--- config.mk ---
export PLATFORM = sky130hd
export DESIGN_NAME = prio_reg
export DESIGN_NICKNAME = d
export VERILOG_FILES = /design/src/rtl/prio_reg_pkg.sv /design/src/rtl/prio_reg_arb.sv /design/src/rtl/prio_reg_cell.sv /design/src/rtl/prio_reg.sv
export SDC_FILE = /design/constraint.sdc
export NUM_CORES = 1
export LEC_CHECK = 0
export ABC_AREA = 1
export BUFFER_PORTS_ARGS = -buffer_cell sky130_fd_sc_hd__buf_2
export CAP_MARGIN = 0
export CORE_AREA = 8 8 45 47
export DETAILED_ROUTE_END_ITERATION = 6
export DIE_AREA = 0 0 53 55
export MAX_ROUTING_LAYER = met4
export PLACE_DENSITY = 0.56
export RECOVER_POWER = 50
export SYNTH_ARGS = -nofsm -noshare
export SYNTH_HDL_FRONTEND = slang
export SYNTH_HIERARCHICAL = 1
export SYNTH_SLANG_ARGS = --single-unit
--- constraint.sdc ---
create_clock -name clk -period 1.8 [get_ports clk]
set_input_delay 0.36 -clock clk [delete_from_list [all_inputs] [get_ports clk]]
set_output_delay 0.36 -clock clk [all_outputs]
set_load 0.03 [all_outputs]
--- src/rtl/prio_reg_pkg.sv ---
package prio_reg_pkg;

    // Whole-word action chosen for the coming edge
    typedef enum logic [1:0] {
        ACT_HOLD = 2'd0,
        ACT_LOAD = 2'd1,
        ACT_ZERO = 2'd2,
        ACT_ONES = 2'd3
    } prio_act_e;

endpackage

--- src/rtl/prio_reg_arb.sv ---
module prio_reg_arb
    import prio_reg_pkg::*;
#(
    parameter bit SET_WINS = 1'b1
) (
    input  logic      sclr,
    input  logic      spre,
    input  logic      ld,
    output prio_act_e act
);

    generate
        if (SET_WINS) begin : g_set_dom
            always_comb begin
                if (spre)       act = ACT_ONES;
                else if (sclr)  act = ACT_ZERO;
                else if (ld)    act = ACT_LOAD;
                else            act = ACT_HOLD;
            end
        end else begin : g_clr_dom
            always_comb begin
                if (sclr)       act = ACT_ZERO;
                else if (spre)  act = ACT_ONES;
                else if (ld)    act = ACT_LOAD;
                else            act = ACT_HOLD;
            end
        end
    endgenerate

endmodule

--- src/rtl/prio_reg_cell.sv ---
module prio_reg_cell
    import prio_reg_pkg::*;
(
    input  prio_act_e act,
    input  logic      d,
    input  logic      cur,
    output logic      nxt
);

    always_comb begin
        unique case (act)
            ACT_LOAD: nxt = d;
            ACT_ZERO: nxt = 1'b0;
            ACT_ONES: nxt = 1'b1;
            default:  nxt = cur;
        endcase
    end

endmodule

--- src/rtl/prio_reg.sv ---
module prio_reg
    import prio_reg_pkg::*;
#(
    parameter int unsigned WIDTH     = 8,
    parameter bit          SET_WINS  = 1'b1,
    parameter bit          ASYNC_CLR = 1'b0
) (
    input  logic             clk,
    input  logic             arst_n,
    input  logic             sclr,
    input  logic             spre,
    input  logic             ld,
    input  logic [WIDTH-1:0] din,
    output logic [WIDTH-1:0] q,
    output logic [WIDTH-1:0] q_n
);

    localparam int unsigned MSB = WIDTH - 1;

    typedef struct packed {
        logic [MSB:0] word;
    } reg_state_t;

    reg_state_t   st_d, st_q;
    prio_act_e    act_w;
    logic [MSB:0] cell_nxt;

    prio_reg_arb #(.SET_WINS(SET_WINS)) arb_i (
        .sclr (sclr),
        .spre (spre),
        .ld   (ld),
        .act  (act_w)
    );

    generate
        for (genvar b = 0; b < WIDTH; b++) begin : g_bit
            prio_reg_cell cell_i (
                .act (act_w),
                .d   (din[b]),
                .cur (st_q.word[b]),
                .nxt (cell_nxt[b])
            );
        end
    endgenerate

    always_comb begin
        st_d      = st_q;
        st_d.word = cell_nxt;
    end

    generate
        if (ASYNC_CLR) begin : g_async
            always_ff @(posedge clk or negedge arst_n) begin
                if (!arst_n) st_q <= '0;
                else         st_q <= st_d;
            end
        end else begin : g_sync
            wire unused_arst = arst_n;
            always_ff @(posedge clk) begin
                st_q <= st_d;
            end
        end
    endgenerate

    assign q   = st_q.word;
    assign q_n = ~st_q.word;

endmodule

==> summary.md <==
| Metric | Value |
|---|---|
| Min-delay src | din[7] |
| CTS Buf Count | 3 |
| R2r setup slk | 1260 ps |
| Fmax | 783 MHz |
| Core ar. | 1380 um^2 |
| Die Y | 55 um |
| RR Startpoint | q[2]$_DFF_P_ |
| Hold_buf cts | 0 |
| Crit share post-route | 70.9% |
| Worst EP required | 1440 ps |
| Crit path DAT | 920 ps |
| DRC viols | 0 |
| Tightest Pin Transition | 507 ps |
| Routability cong. | 0.625 |
| Overall routed net length | 962 um |
| Syn Inst Count | 53 |
| Hold Path Class | primary input to flop |
| Global route total overflow | 0 |
| Status | completed |
| 1st-pass router iterations | 4 |
| H-tree levels | 1 |
| Internal power | 309 uW |
| Vias in the first global route | 341 |
| CTS resizes | 0 |
| Die ar. | 2920 um^2 |
| Global-route wire length before repair | 1.41 mm |
| Crit-path max cell delay | 320 ps |
| Syn Std Cell Area | 339 um^2 |
| IO Count | 29 |
| Gr usage total | 7.00% |
| CP bufs+invs | 2 |
| Worst-path fanout max | 3 |
| Hold Fails Final Rpt | 0 |
| R2R depth | 2 |
| Post-synth net total | 66 |
| Post-Route Utilization | 37.0% |
| Reg-to-Reg End | q[2]$_DFF_P_ |
| Root Driver | clkbuf_4 |
| Port Buffers | 27 |
| Final slew viol count | 0 |
| Final setup TNS | 0 ps |
| Layout Skew | 0 ps |
| CP max stage cell | dfxtp_1 |
| Area grow syn2layout | 50.9% |
| Post-CTS setup buffer count | 0 |
| Largest net degree at the start of global routing | 17 |
| Startpoint types | flop |
| Iter 0 DRT Violations | 15 |
| Gate power share | 29.7% |
| Seq cells post-synth | 8 |
| Sequential share of power | 42.4% |
| Clk buf depth | 2 |
| Largest register FFs | 8 |
| Sw Share | 35.9% |
| CTS tree | yes |
| Clock Power Share | 27.9% |
| Layout cells sized above 1 | 31.3% |
| Vias | 400 |
| Syn. warnings | 6 |
| Post-route ant nets | 0 |
| Crit-path leading delay family | buffers and inverters |
| Max Cap Violations | 0 |
| Initial core utilization | 24.5% |
| Seq/Total Area, Yosys | 47.2% |
| Syn avg cell area | 6.40 um^2 |
| DP HPWL | 724 um |
| Crit. End Element | output port |
| Final Net Count | 98 |
| Worst Hold End | q[7]$_DFF_P_ |
| Worst hold stages | 3 |
| Skew-Pair Late Insertion Delay | 250 ps |
| Max-slew headroom | 66.1% |
| Synth cell types | 5 |
| Min cycle time layout | 1280 ps |
| Cell chain of the critical path | inv_1 > clkbuf_1 |
| Setup violators final | 0 |
| Net switching power figure | 174 uW |
| Die W | 53 um |
| Antenna diode count | 0 |
| Unrepaired setup endpoints after global routing | no |
| Power Dens Cells | 944 nW/um^2 |
| Clk slew on worst S/H paths | 50 ps |
| Vias per cell | 4.04 |
| WL/cell | 9.72 um |
| Leak | 0.000302 uW |
| Antenna violations before repair | 0 |
| WS Path Type | flop to output port |
| # clock sinks | 8 |
| Cell row count | 14 |
| Max VDD drop | 0.402 mV |
==> worst max path at each step <==
stage                         endpoint  slack [ps]  cells after the start          from
after floorplan                 q_n[0]         720                      1  q[0]$_DFF_P_
after global placement    q[1]$_DFF_P_         570                      7          sclr
after detailed placement  q[4]$_DFF_P_         540                      7          sclr
after CTS                       q_n[7]         610                      2  q[7]$_DFF_P_
after global routing            q_n[5]         490                      2  q[5]$_DFF_P_
final                           q_n[5]         520                      2  q[5]$_DFF_P_
==> synth_stat cells <==
library cell | instances | share of area, %
nand2_1 | 19 | 21
dfxtp_1 | 8 | 47
o21ai_1 | 8 | 12
inv_1 | 10 | 11
nor2_1 | 8 | 8.9
==> worst reg2reg max path, stage by stage, from the launching register on <==
cell and delay, ps:
dfxtp_1 320, nand2_1 60, nand2_1 40
==> stage by stage <==
stage	total power [uW]	instance area [um^2]	setup slack, ps	cells	hold slack (ps)
3_5_place_dp	356	494	544	96	460
2_1_floorplan	306	339	719	53	467
4_1_cts	496	517	612	99	291
6_report	483	512	523	99	300
3_3_place_gp	354	494	567	96	453
5_1_grt	514	512	486	99	290
==> metal layers <==
| layer | track usage [%] | up-vias | part of all wire [%] |
|---|---|---|---|
| met5 | - | - | 0 |
| met4 | 6.47 | 0 | 2.8 |
| met3 | 2.41 | 2 | 7.1 |
| met2 | 10.4 | 14 | 44 |
| met1 | 7.19 | 166 | 46 |
| li1 | - | 218 | - |
==> power by group through the flow <==
stage / Sequential, uW / Clock (uW) / Combinational (uW)
2_1_floorplan: 241 / 0 / 64.5
3_3_place_gp: 208 / 0 / 147
3_5_place_dp: 209 / 0 / 148
4_1_cts: 205 / 143 / 148
5_1_grt: 208 / 151 / 155
6_report: 205 / 135 / 144
==> placed cells by master (no fill, tap or decap), drive strengths merged <==
master	synthesis	routed
nor2	8	8
clkbuf	0	7
o21ai	8	8
nand2	19	19
inv	10	10
buf	0	23
dfxtp	8	8
==> area by class of cell <==
type / count / area (um^2)
flip-flops and latches: 8 / 160
clock buffers: 3 / 22.5
inverters: 10 / 37.5
fillers: 157 / 872
multi-input cells: 35 / 141
repair buffers: 27 / 130
well taps: 16 / 20.0
==> kinds of logic after synthesis <==
| group | Yosys count | synth area share, % |
|---|---|---|
| and+or+nand+nor | 27 | 29.9 |
| AOI/OAI and AO/OA | 8 | 11.8 |
| buffers and inverters | 10 | 11.1 |
| DFF | 8 | 47.2 |
Note: power is estimated with default switching activity, not from simulation.
